### src/rtl/txfs_pkg.sv
package txfs_pkg;

  localparam int POS_W = 2;

  // placement code: bit 1 marks a frame head, bit 0 marks a frame tail
  typedef enum logic [POS_W-1:0] {
    POS_MID   = 2'b00,
    POS_TAIL  = 2'b01,
    POS_HEAD  = 2'b10,
    POS_WHOLE = 2'b11
  } pos_e;

  typedef struct packed {
    logic head;       // legal descriptor that opens a frame
    logic tail;       // legal descriptor that closes a frame
    logic bad_order;  // code does not fit the open/closed state
    logic bad_last;   // list ends while the frame would stay open
  } cls_t;

endpackage

### src/rtl/txfs_classify.sv
module txfs_classify
  import txfs_pkg::*;
(
  input  logic open_i,
  input  pos_e pos_i,
  input  logic last_i,
  output cls_t cls_o
);

  logic code_head;
  logic code_tail;
  logic bad;

  always_comb begin
    code_head = 1'b0;
    code_tail = 1'b0;
    unique case (pos_i)
      POS_MID:   begin code_head = 1'b0; code_tail = 1'b0; end
      POS_TAIL:  begin code_head = 1'b0; code_tail = 1'b1; end
      POS_HEAD:  begin code_head = 1'b1; code_tail = 1'b0; end
      POS_WHOLE: begin code_head = 1'b1; code_tail = 1'b1; end
      default:   begin code_head = 1'b0; code_tail = 1'b0; end
    endcase
  end

  always_comb begin
    cls_o           = '0;
    cls_o.bad_order = (code_head == open_i);
    cls_o.bad_last  = last_i & ~code_tail;
    bad             = cls_o.bad_order | cls_o.bad_last;
    cls_o.head      = code_head & ~bad;
    cls_o.tail      = code_tail & ~bad;
  end

endmodule

### src/rtl/txfs_err_accum.sv
module txfs_err_accum #(
  parameter int ERR_W = 4
) (
  input  logic             clk,
  input  logic             rst_n,
  input  logic             cap_i,
  input  logic             clr_i,
  input  logic             err_vld_i,
  input  logic [ERR_W-1:0] err_i,
  output logic [ERR_W-1:0] acc_o,
  output logic [ERR_W-1:0] merged_o
);

  logic [ERR_W-1:0] acc_q;
  logic [ERR_W-1:0] acc_d;

  for (genvar b = 0; b < ERR_W; b++) begin : g_bit
    logic hit;
    assign hit         = err_vld_i & err_i[b];
    assign merged_o[b] = acc_q[b] | hit;

    always_comb begin
      acc_d[b] = acc_q[b];
      if (clr_i) begin
        acc_d[b] = 1'b0;
      end else if (cap_i) begin
        acc_d[b] = merged_o[b];
      end
    end
  end

  always_ff @(posedge clk or negedge rst_n) begin
    if (!rst_n) begin
      acc_q <= '0;
    end else if (cap_i | clr_i) begin
      acc_q <= acc_d;
    end
  end

  assign acc_o = acc_q;


  clr_empties_chk: assert property (@(posedge clk) disable iff (!rst_n)
    clr_i |=> (acc_o == '0));

endmodule

### src/rtl/txfs_wb_pack.sv
module txfs_wb_pack
  import txfs_pkg::*;
#(
  parameter int ERR_W   = 4,
  parameter int WB_W    = 32,
  parameter int SUM_BIT = 27,
  parameter int POS_LSB = 28
) (
  input  pos_e             pos_i,
  input  logic [ERR_W-1:0] err_i,
  input  logic             copy_i,
  output logic [WB_W-1:0]  word_o
);

  always_comb begin
    word_o                   = '0;
    word_o[POS_LSB +: POS_W] = pos_i;
    if (copy_i) begin
      word_o[SUM_BIT]     = |err_i;
      word_o[ERR_W-1:0]   = err_i;
    end
  end

endmodule

### src/rtl/tx_frame_seq.sv
module tx_frame_seq
  import txfs_pkg::*;
#(
  parameter int ERR_W   = 4,
  parameter int WB_W    = 32,
  parameter int SUM_BIT = 27,
  parameter int POS_LSB = 28
) (
  input  logic             clk,
  input  logic             rst_n,
  input  logic             desc_valid,
  output logic             desc_ready,
  input  logic [1:0]       desc_pos,
  input  logic             desc_last,
  input  logic             mac_err_vld,
  input  logic [ERR_W-1:0] mac_err,
  input  logic             copy_en,
  output logic             frame_start,
  output logic             frame_end,
  output logic             seq_err,
  output logic             wb_valid,
  output logic [WB_W-1:0]  wb_word
);

  pos_e             pos;
  cls_t             cls;
  logic             take;
  logic             fault;
  logic             open_q, open_d;
  logic             fs_q, fs_d;
  logic             fe_q, fe_d;
  logic             se_q, se_d;
  logic             wbv_q, wbv_d;
  logic [WB_W-1:0]  wbw_q, wbw_d;
  logic             wbw_en;
  logic             acc_cap, acc_clr;
  logic [ERR_W-1:0] acc_now;
  logic [ERR_W-1:0] acc_merged;

  assign pos        = pos_e'(desc_pos);
  assign desc_ready = ~wbv_q;
  assign take       = desc_valid & desc_ready;

  txfs_classify u_classify (
    .open_i (open_q),
    .pos_i  (pos),
    .last_i (desc_last),
    .cls_o  (cls)
  );

  assign fault   = cls.bad_order | cls.bad_last;
  assign acc_cap = open_q | take;
  assign acc_clr = take & (fault | cls.tail);

  txfs_err_accum #(.ERR_W(ERR_W)) u_accum (
    .clk       (clk),
    .rst_n     (rst_n),
    .cap_i     (acc_cap),
    .clr_i     (acc_clr),
    .err_vld_i (mac_err_vld),
    .err_i     (mac_err),
    .acc_o     (acc_now),
    .merged_o  (acc_merged)
  );

  txfs_wb_pack #(
    .ERR_W   (ERR_W),
    .WB_W    (WB_W),
    .SUM_BIT (SUM_BIT),
    .POS_LSB (POS_LSB)
  ) u_pack (
    .pos_i  (pos),
    .err_i  (acc_merged),
    .copy_i (copy_en),
    .word_o (wbw_d)
  );

  // next-state logic
  always_comb begin
    open_d = open_q;
    if (take) begin
      if (fault) begin
        open_d = 1'b0;
      end else if (cls.tail) begin
        open_d = 1'b0;
      end else if (cls.head) begin
        open_d = 1'b1;
      end
    end
    fs_d   = take & cls.head;
    fe_d   = take & cls.tail;
    se_d   = take & fault;
    wbv_d  = take & cls.tail;
    wbw_en = take & cls.tail;
  end

  // state registers
  always_ff @(posedge clk or negedge rst_n) begin
    if (!rst_n) begin
      open_q <= 1'b0;
      fs_q   <= 1'b0;
      fe_q   <= 1'b0;
      se_q   <= 1'b0;
      wbv_q  <= 1'b0;
    end else begin
      open_q <= open_d;
      fs_q   <= fs_d;
      fe_q   <= fe_d;
      se_q   <= se_d;
      wbv_q  <= wbv_d;
    end
  end

  always_ff @(posedge clk or negedge rst_n) begin
    if (!rst_n) begin
      wbw_q <= '0;
    end else if (wbw_en) begin
      wbw_q <= wbw_d;
    end
  end

  assign frame_start = fs_q;
  assign frame_end   = fe_q;
  assign seq_err     = se_q;
  assign wb_valid    = wbv_q;
  assign wb_word     = wbw_q;


  wb_single_chk: assert property (@(posedge clk) disable iff (!rst_n)
    wb_valid |=> !wb_valid);


  end_has_wb_chk: assert property (@(posedge clk) disable iff (!rst_n)
    frame_end |-> wb_valid);


  fault_alone_chk: assert property (@(posedge clk) disable iff (!rst_n)
    seq_err |-> (!frame_start && !frame_end && !wb_valid));


  start_after_take_chk: assert property (@(posedge clk) disable iff (!rst_n)
    frame_start |-> $past(desc_valid));


  acc_empty_at_wb_chk: assert property (@(posedge clk) disable iff (!rst_n)
    wb_valid |-> (acc_now == '0));


  summary_chk: assert property (@(posedge clk) disable iff (!rst_n)
    wb_valid |-> (wb_word[SUM_BIT] == (wb_word[ERR_W-1:0] != '0)));

endmodule

### config.mk
export PLATFORM = sky130hd
export DESIGN_NAME = tx_frame_seq
export DESIGN_NICKNAME = d
export VERILOG_FILES = /design/src/rtl/txfs_pkg.sv /design/src/rtl/txfs_classify.sv /design/src/rtl/txfs_err_accum.sv /design/src/rtl/txfs_wb_pack.sv /design/src/rtl/tx_frame_seq.sv
export SDC_FILE = /design/constraint.sdc
export NUM_CORES = 1
export LEC_CHECK = 0
export BUFFER_PORTS_ARGS = -buffer_cell sky130_fd_sc_hd__buf_2
export CELL_PAD_IN_SITES_DETAIL_PLACEMENT = 0
export CELL_PAD_IN_SITES_GLOBAL_PLACEMENT = 1
export CORE_MARGIN = 4
export CORE_UTILIZATION = 24
export CTS_CLUSTER_SIZE = 24
export DETAILED_ROUTE_END_ITERATION = 10
export PLACE_DENSITY = 0.76
export SLEW_MARGIN = 30
export SYNTH_ARGS = -nofsm -noshare
export SYNTH_HDL_FRONTEND = slang
export SYNTH_SLANG_ARGS = --single-unit
### constraint.sdc
create_clock -name clk -period 1.3 [get_ports clk]
set_input_delay 0.13 -clock clk [delete_from_list [all_inputs] [get_ports clk]]
set_output_delay 0.13 -clock clk [all_outputs]
set_load 0.01 [all_outputs]
# Word level (Yosys, flattened, before mapping)
# Index checks and enable logic that the tools add are counted.
[word_totals]
reg_bits = 15
wordCells = 58
inputBits = 12
output_inout_bits = 37
[classes]
muxes = 15
eq_ne = 4
reduce_logical = 10
bitwise = 23
[ops]
columns = ["operator", "n"]
rows = [
  ["AND 1 bit", 12],
  ["2-to-1 mux 1 bit", 12],
  ["OR 1 bit", 8],
  ["OR reduction 2 bit", 4],
  ["== test 2 bit (second input constant)", 2],
  ["2-to-1 mux 4 bit", 1],
  ["one-hot mux 1 bit (2 select lines)", 2],
  ["AND reduction 2 bit", 2],
  ["OR reduction 4 bit", 1],
  ["NOT 1 bit", 3],
  ["nonzero test 3 bit", 1],
  ["== test 2 x 1 -> 1 bit (second input constant)", 1],
  ["zero test 2 bit", 1],
  ["nonzero test 2 bit", 1],
  ["== test 1 bit", 1],
]

# Logic depth before layout (Yosys ltp)
# Gate-level depths: netlist of run 1.
[logic_depth]
word_depth = 12
ltp_mapped = 5
mapped_depth_nobuf = 3

# Cells and area by module
# From an unflattened synthesis of run 1, not the netlist that was laid out.
[hier_totals]
cells_unflattened = 136
hier_area_um2 = 1943.1
[modules_own_cells]
columns = ["mod", "instances", "cells_per_inst", "area_each_um2", "seq_area_each_um2"]
rows = [
  ["tx_frame_seq", 1, 82, 1476.4, 900.9],
  ["txfs_wb_pack", 1, 33, 244.0, 0.0],
  ["txfs_err_accum", 1, 17, 186.4, 100.1],
  ["txfs_classify", 1, 4, 36.3, 0.0],
]

# Least setup slack after synthesis of run 1
# No wires, ideal clock.
[synth_path]
path_kind = "register to register"
startpoint = "register wbv_q, in the netlist wb_valid"
endpoint = "register wbw_q[0], in the netlist wb_word[0]"
path_stages_with_launch = 5
required_ns = 1.175
setup_slack_ns = -0.171
n_path_buf = 1
setup_ns = 0.125
synth_period_minus_slack_ns = 1.471
arrival_ns = 1.345
path_cell_list = "dfrtp_1 -> nor2b_1 -> and3_1 -> buf_6 -> mux2_4"
[synth_between]
elab_chain_len = 3
[synth_lines]
columns = ["element", "line", "text"]
rows = [
  ["start, declared", "tx_frame_seq.sv:33", "logic wbv_q, wbv_d;"],
  ["start signal, assigned", "tx_frame_seq.sv:110", "wbv_q <= wbv_d;"],
  ["NOT 1 bit", "tx_frame_seq.sv:41", "assign desc_ready = ~wbv_q;"],
  ["AND 1 bit", "tx_frame_seq.sv:42", "assign take = desc_valid & desc_ready;"],
  ["AND 1 bit", "-", ""],
  ["net fe_d", "tx_frame_seq.sv:31", "logic fe_q, fe_d;"],
  ["end signal, assigned", "tx_frame_seq.sv:118", "wbw_q <= wbw_d;"],
  ["end, declared", "tx_frame_seq.sv:34", "logic [WB_W-1:0] wbw_q, wbw_d;"],
]
# The timed path passes the listed nets, and every way through them passes these cells.
# A chain may end at the register's enable or synchronous reset.

# Worst setup path after layout of run 1
[layout_path]
startpoint = "register open_q"
endpoint = "register wbw_q[1], in the netlist wb_word[1]"
[layout_between]
elab_chain_len = 5
[layout_lines]
columns = ["element", "line", "text"]
rows = [
  ["start, declared", "tx_frame_seq.sv:29", "logic open_q, open_d;"],
  ["start signal, assigned", "tx_frame_seq.sv:106", "open_q <= open_d;"],
  ["== test 1 bit", "txfs_classify.sv:28", "cls_o.bad_order = (code_head == open_i);"],
  ["OR 1 bit", "txfs_classify.sv:30", "bad = cls_o.bad_order | cls_o.bad_last;"],
  ["NOT 1 bit", "txfs_classify.sv:32", "cls_o.tail = code_tail & ~bad;"],
  ["AND 1 bit", "txfs_classify.sv:32", ""],
  ["AND 1 bit", "tx_frame_seq.sv:94", "wbw_en = take & cls.tail;"],
]
# No other way between the ends.

==> flow_metrics.tcl, run 1 <==
set metrics [dict create \
    status "finished, final reports clean" \
    regArea_um2 376.6 \
    fill_cells 377 \
    cts_sinks 15 \
    hp-start "desc_last" \
    synthToLayoutAreaGrowth_pct 17.08 \
    cts_setup_buffers 0 \
    h-tree-depth 1 \
    drcViolationCount 0 \
    grtUsageMet2_pct 12.71 \
    port_buffers 23 \
    rows 22 \
    dp_hpwl_um 1446 \
    grt_pass1_wl_um 2718 \
    multi_input_area_um2 402.9 \
    fin_cells 168 \
    ys_seq_area_share_pct 41.32 \
    layout_commonest_cell "conb_1" \
    antenna_cells 0 \
    cp-end-kind "register" \
    nets 133 \
    maxCapViolations 0 \
    dp.cells 163 \
    rsz0062_at_grt "yes" \
    synthCells 93 \
    cp.required_ps 1430 \
    vias 661 \
    reg2regPathDepth 3 \
    use_met1_pct 7.022 \
    groute.usage.overall_pct 7.311 \
    drtAntennaViolNets 0 \
    gr-total-overflow 0 \
    hold_violations 0 \
    totalPowerFinal_uw 1258 \
    critical_path_class "reg -> reg" \
    cts_root_buffer "clkbuf_8" \
    fin_tns_setup_ps 0 \
    hold_class "in -> reg" \
    clk_path_buf_depth 2 \
    netlist_area_um2 908.4 \
    die_area_um2 4833 \
    cts-buffers-inserted 3 \
    grt_util_met3_pct 3.188 \
    drtIter0Drc 6 \
    fin_crit_sh_pct 96.35 \
    power.switching_uw 367.8 \
    skew_ps 5.381 \
    hold_end "open_q" \
    drt_wl_total_um 1793 \
    initial_core_util_pct 24.81 \
    wl_per_cell_um 10.67 \
    busiest_layer "met2" \
    vias_per_cell 3.935 \
    combPwrFrac_pct 25.3 \
    clk_latency_ps 250 \
    max_freq_mhz 798.3 \
    antenna_found_initial 0 \
    seqPwrFrac_pct 45.2 \
    worstHoldPathCells 2 \
    crit_path_start_kind "register" \
    reg2reg_to "wb_word[1]" \
    r2r_slack_ps 50 \
    num_io_pins 49 \
    grt_max_degree 16 \
    swShare_pct 29.23 \
    ys_ff_latch 15 \
    synth_edf_count 0 \
    clockPowerShare_pct 29.5 \
    async_reset_ff_share_pct 100.0 \
    drive_gt1_share_pct 35.00 \
    mostFrequentLayoutCells "conb_1, buf_2, dfrtp_1, a21oi_1, inv_1" \
    power.density_nw_per_um2 1183 \
    core_um2 3661 \
    synth.distinct_cells 22 \
    first_pass_iters 4 \
    r2r-start "open_q" \
    clkSlewWorstSetupHoldPaths_ps 60 \
    cts_tree "built" \
    die_h_um 69.52 \
    avgSynthCellArea_um2 9.767 \
    grt_pass1_vias 598 \
    p_int_uw 890.6 \
    ys_warn_count 0 \
    min_period_ps 1253 \
    slew_viol_final 0 \
    setup_viol 0 \
    globalplace.congestion 0.7647 \
    irDropWorstVdd_uv 257.4 \
    power.leakage_uw 0.0005328 \
    cp_max_fo 7 \
    synth_ff_type "dfrtp_1" \
    arrival_ps 1390 \
    fp.dieW_um 69.52 \
]
## critical path: stages (launching register included)
cell     delay (ps)
dfrtp_1         410
xor2_2          160
and3_4          270
mux2_4          310
## power by group through the flow
stage	Clock (µW)	Combinational, µW	Sequential [µW]
global placement	0	307	576
detailed placement	0	312	580
finish	372	318	569
CTS	386	318	571
global route	420	348	579
floorplan	0	235	593
## stage by stage
step                util (%)  cell area (µm²)  worst slack (ps)  hold WS (ps)
floorplan                  -             1015            -31.56        -165.6
global placement       27.27            998.5            -30.95         43.68
detailed placement     27.27            998.5            -74.63         54.76
CTS                    28.95             1060             15.38         112.4
global route           29.05             1064            -1.530         124.7
finish                 29.05             1064             47.40         117.3
## area by class of cell
class | count | area share, %
clock inverters | 1 | 0.4706
flip-flops and latches | 15 | 35.41
clock buffers | 3 | 3.882
repair buffers | 28 | 14.59
multi-input cells | 67 | 37.88
well taps | 48 | 5.647
inverters | 6 | 2.118
## synthesized netlist by cell type, drive strengths merged (2+ instances only)
cell    instances  area [µm²]
o211ai          4       30.03
dfrtp          15       375.4
nand2b          3       18.77
mux2            5       75.07
a21oi          10       50.05
inv             6       22.52
nor2            5       18.77
nor3            2       10.01
a31oi           2       12.51
buf            28       217.7
o21ai           3       15.01
## worst max-delay path by stage
stage / startpoint / endpoint / cells after the start
after global routing: open_q / wb_word[1] / 3
after floorplan: open_q / wb_word[0] / 5
after global placement: open_q / wb_word[3] / 3
after CTS: wb_valid / u_accum.acc_o[3] / 4
final: open_q / wb_word[1] / 3
after detailed placement: open_q / wb_word[1] / 3
## logic make-up after synthesis
| group | count (synthesis) | share of synthesized area [%] |
|---|---|---|
| AND/OR/NAND/NOR | 15 | 8.542 |
| XOR/XNOR | 1 | 0.9644 |
| multiplexers | 5 | 8.264 |
| buffers and inverters | 35 | 26.86 |
| other | 1 | 0.4128 |
| AO/OA/AOI/OAI | 21 | 13.64 |
| flip-flops | 15 | 41.32 |
## per-layer routing
| layer | share of wire (%) | vias to the layer above |
|---|---|---|
| li1 | - | 313 |
| met1 | 36 | 304 |
| met2 | 50 | 38 |
| met3 | 11 | 6 |
| met4 | 2.8 | 0 |
| met5 | 0 | - |
## registers in the layout, indices dropped and copies added (netlist names)
signal,cells
wb_word,7
u_accum.acc_o,4
frame_start,1
open_q,1
seq_err,1
wb_valid,1
## repair_timing
item	CTS	global route
hold buffers	1	0
endpoints found under the setup margin	5	6
endpoints found under the hold margin	15	0
gates resized for setup	2	1
No activity file was read; power rests on OpenSTA's default activity.
==> run 2, diff against run 1 <==
--- a/config.mk
+++ b/config.mk
@@ -13,6 +13,7 @@
 export CTS_CLUSTER_SIZE = 24
 export DETAILED_ROUTE_END_ITERATION = 10
 export PLACE_DENSITY = 0.76
+export REMOVE_ABC_BUFFERS = 1
 export SLEW_MARGIN = 30
 export SYNTH_ARGS = -nofsm -noshare
 export SYNTH_HDL_FRONTEND = slang
==> flow_metrics.tcl, run 2 (synthesis gave the netlist of run 1 again) <==
set metrics [dict create \
    status "finished, final reports clean" \
    rows 22 \
    clk_path_buf_depth 2 \
    drive_gt1_share_pct 32.23 \
    path_cells "xor2_1 > and3_1 > buf_6 > mux2_4" \
    critical_path_class "reg -> reg" \
    gr-total-overflow 0 \
    grt_pass1_vias 617 \
    final_area_um2 1055 \
    reg2regPathDepth 4 \
    die_h_um 69.52 \
    skew_ps 0.7305 \
    nets 134 \
    r2r-start "open_q" \
    cts-buffers-inserted 3 \
    groute.usage.overall_pct 7.069 \
    vias_per_cell 3.834 \
    maxCapViolations 0 \
    worstHoldPathCells 2 \
    slew_viol_final 0 \
    fill_cells 409 \
    grt_max_degree 16 \
    critPathMaxStageDelay_ps 380 \
    cts_sinks 15 \
    r2r_slack_ps 20 \
    power.density_nw_per_um2 1185 \
    cts_setup_buffers 0 \
    port_buffers 23 \
    regArea_um2 375.4 \
    mostFrequentLayoutCells "conb_1, buf_2, dfrtp_1, a21oi_1, inv_1" \
    layout_setup_ws_ps 18.74 \
    antenna_cells 0 \
    core_um2 3661 \
    slowest_stage "dfrtp_1" \
    drtAntennaViolNets 0 \
    cp_max_fo 7 \
    dp_slack_ps -19.24 \
    globalplace.congestion 0.7279 \
    clk_latency_ps 240 \
    hold_violations 0 \
    synthToLayoutAreaGrowth_pct 16.12 \
    hp-start "desc_last" \
    grt_pass1_wl_um 2691 \
    h-tree-depth 1 \
    num_io_pins 49 \
    drt_wl_total_um 1768 \
    hold_end "open_q" \
    clkSlewWorstSetupHoldPaths_ps 60 \
    largest_reg_flops 7 \
    setup_viol 0 \
    crit_path_start_kind "register" \
    fin_crit_sh_pct 98.56 \
    fp.dieW_um 69.52 \
    vias 648 \
    cp-end-kind "register" \
    hold_class "in -> reg" \
    layout_commonest_cell "conb_1" \
    wl_per_cell_um 10.46 \
    multi_input_area_um2 385.4 \
    cts_tree "built" \
    cts_root_buffer "clkbuf_8" \
    rsz0062_at_grt "yes" \
    reg2reg_to "wb_word[2]" \
    arrival_ps 1410 \
    dp_hpwl_um 1459 \
    max_freq_mhz 780.5 \
    fin_tns_setup_ps 0 \
    min_period_ps 1281 \
    irDropWorstVdd_uv 290.0 \
    initial_core_util_pct 24.81 \
    die_area_um2 4833 \
    cp.required_ps 1430 \
    drtIter0Drc 10 \
    power.leakage_uw 0.0005339 \
    antenna_found_initial 0 \
    place_area_um2 989.7 \
    first_pass_iters 2 \
    drcViolationCount 0 \
]
==> run 2: changes by cell type in the layout (fill, tap and decap cells not counted), sizes merged <==
cell,delta
buf,+1
clkbuf,+1
clkinv,-1
==> run 2: worst max-delay path by stage <==
stage / to / start / depth (start not counted) / slack [ps]
6_report: wb_word[2] / open_q / 4 / 20
5_1_grt: wb_word[27] / open_q / 4 / -80
2_1_floorplan: wb_word[0] / wb_valid / 3 / -290
3_5_place_dp: wb_word[0] / open_q / 4 / -20
3_3_place_gp: wb_word[3] / open_q / 4 / 20
4_1_cts: wb_word[0] / open_q / 4 / 8
==> run 2: area by class of cell <==
| type | instances | share of cell area [%] |
|---|---|---|
| clock buffers | 4 | 4.270 |
| repair buffers | 29 | 15.78 |
| multi-input cells | 67 | 36.54 |
| flip-flops and latches | 15 | 35.59 |
| inverters | 6 | 2.135 |
| well taps | 48 | 5.694 |
==> run 2: per-stage QoR <==
step	utilization, %	hold WS (ps)	cells	total power (µW)
6_report	28.81	119.8	169	1250
3_5_place_dp	27.03	50.80	164	886.5
4_1_cts	28.64	116.5	169	1270
3_3_place_gp	27.03	44.01	164	877.9
5_1_grt	28.81	144.5	169	1323
2_1_floorplan	-	-165.6	88	751.7
==> run 2: power by group <==
group	leakage [µW]	total [µW]	switching [µW]	internal, µW
Clock	0.0000228	368	151	217
Combinational	0.000322	317	169	148
Sequential	0.000189	565	35.6	530
Total	0.000534	1250	355	894
==> run 2: metal layers <==
metal  wire, µm  track usage [%]
met1        627            6.933
met2        912            11.97
met3        201            3.623
met4         26            3.905
met5          0                0
==> run 2: worst max-delay path, delay by kind of cell (launching register included) <==
family,cells,cell delay [ps]
xor+xnor,1,160
buf+inv,1,140
flops,1,380
mux,1,300
simple gates,1,190
==> run 2: timing repair <==
item                                   4_1_cts  5_1_grt
gates resized for setup                      1        2
pin swaps                                    1        1
endpoints found under the hold margin       15        0
setup endpoints to repair                    5        9
hold buffers                                 1        0
==> run 3, diff against run 2 <==
--- a/config.mk
+++ b/config.mk
@@ -9,10 +9,11 @@
 export CELL_PAD_IN_SITES_DETAIL_PLACEMENT = 0
 export CELL_PAD_IN_SITES_GLOBAL_PLACEMENT = 1
 export CORE_MARGIN = 4
-export CORE_UTILIZATION = 24
+export CORE_UTILIZATION = 29
+export CTS_BUF_LIST = sky130_fd_sc_hd__clkbuf_4 sky130_fd_sc_hd__clkbuf_8
 export CTS_CLUSTER_SIZE = 24
 export DETAILED_ROUTE_END_ITERATION = 10
-export PLACE_DENSITY = 0.76
+export PLACE_DENSITY = 0.87
 export REMOVE_ABC_BUFFERS = 1
 export SLEW_MARGIN = 30
 export SYNTH_ARGS = -nofsm -noshare
==> flow_metrics.tcl, run 3 (synthesis gave the netlist of run 1 again) <==
set metrics [dict create \
    clk_latency_ps 280 \
    dp_hpwl_um 1412 \
    min_period_ps 1291 \
    mostFrequentLayoutCells "conb_1, buf_2, dfrtp_1, a21oi_1, inv_1" \
    skew_ps 1.284 \
    crit_path_start_kind "register" \
    hold_violations 0 \
    cts-buffers-inserted 3 \
    power.density_nw_per_um2 1128 \
    cts_sinks 15 \
    holdWs_ps 80.91 \
    num_io_pins 49 \
    synthToLayoutAreaGrowth_pct 13.64 \
    grt_pass1_vias 539 \
    antenna_cells 0 \
    drtIter0Drc 21 \
    drive_gt1_share_pct 32.23 \
    arrival_ps 1460 \
    slew_viol_final 0 \
    fp.dieW_um 63.97 \
    cts_root_buffer "clkbuf_4" \
    critPathMaxStageDelay_ps 390 \
    grt_util_met3_pct 4.042 \
    nets 134 \
    antenna_found_initial 0 \
    vias_per_cell 3.770 \
    cp.required_ps 1470 \
    path_cells "xor2_1 > and3_1 > buf_6 > mux2_4" \
    first_pass_iters 3 \
    final_util_pct 34.09 \
    combPwrFrac_pct 27.1 \
    slowest_stage "dfrtp_1" \
    cp_max_fo 7 \
    rsz0062_at_grt "yes" \
    initial_core_util_pct 30.00 \
    drt_wl_total_um 1727 \
    power.leakage_uw 0.0005284 \
    core_um2 3028 \
    critical_path_class "reg -> reg" \
    r2r_slack_ps 9 \
    die_area_um2 4092 \
    seqPwrFrac_pct 48.5 \
    max_freq_mhz 774.7 \
    fill_cells 309 \
    h-tree-depth 1 \
    die_h_um 63.97 \
    globalplace.congestion 0.6915 \
    power.switching_uw 349.0 \
    layout_commonest_cell "conb_1" \
    hold_class "in -> reg" \
    use_met1_pct 9.081 \
    swShare_pct 29.97 \
    clockPowerShare_pct 24.4 \
    clkSlewWorstSetupHoldPaths_ps 90 \
    gr-total-overflow 0 \
    p_int_uw 815.8 \
    drtAntennaViolNets 0 \
    busiest_layer "met2" \
    port_buffers 23 \
    vias 622 \
    largest_reg_flops 7 \
    rows 20 \
    fin_crit_sh_pct 99.30 \
    clk_path_buf_depth 2 \
    wl_per_cell_um 10.47 \
    groute.usage.overall_pct 8.071 \
    grtUsageMet2_pct 12.65 \
    cts_tree "built" \
    cp-end-kind "register" \
    setup_viol 0 \
    irDropWorstVdd_uv 228.7 \
    status "finished, final reports clean" \
    grt_pass1_wl_um 2504 \
    drcViolationCount 0 \
    maxCapViolations 0 \
    grt_max_degree 16 \
]
## run 3: cell counts in the layout (fill, tap and decap cells not counted)
No cell type changed its count.
## run 3: power groups by stage
stage                     combinational, µW  clock, µW  sequential [µW]
after CTS                               313        292              567
after detailed placement                309          0              576
after floorplan                         156          0              596
final                                   316        284              565
after global placement                  303          0              571
after global routing                    344        310              574
## run 3: area by class of cell
cell class                 count  area [µm²]  share of cell area (%)
timing repair buffer          29       166.4                   16.12
clock buffer                   4       30.03                   2.909
inverter                       6       22.52                   2.182
multi-input combinational     67       382.9                   37.09
sequential                    15       375.4                   36.36
tap                           44       55.05                   5.333
## run 3: routing by layer
layer	up-vias	wire (µm)
met5	-	0
met4	0	23
met3	4	135
met2	19	917
met1	285	651
li1	314	-
## run 3: worst max-delay path: cells and delay by family (launching register included)
kind          cells  cell delay (ps)
buf+inv           1              140
mux               1              300
simple gates      1              190
xor+xnor          1              160
flops             1              390
## run 3: path summary, 6_finish.rpt
check	startpoint	cells after the start	to
min reg2reg	wb_word[28]	1	wb_word[28]
max reg2reg	open_q	4	wb_word[3]
min in group asynchronous	rst_n	2	wb_word[0]
max	open_q	4	wb_word[3]
min	desc_last	2	open_q
max in group asynchronous	rst_n	2	u_accum.acc_o[1]
## run 3: timing repair
action / 4_1_cts / 5_1_grt
hold buffers: 1 / 0
hold endpoints to repair: 15 / 0
setup endpoints to repair: 5 / 8
pin swaps: 1 / 0
gates resized for setup: 1 / 1
buffers inserted: 0 / 0
gates cloned: 0 / 0
## run 3: through the flow
stage | instance area [µm²] | total power (µW) | setup TNS (ps) | worst slack, ps | std cells
floorplan | 777.0 | 751.7 | -1537 | -293.4 | 88
global placement | 984.7 | 874.8 | 0 | 22.85 | 160
detailed placement | 984.7 | 885.1 | -27.49 | -12.48 | 160
CTS | 1028 | 1171 | 0 | 0.3310 | 165
global route | 1032 | 1228 | -252.3 | -53.76 | 165
finish | 1032 | 1165 | 0 | 9.094 | 165
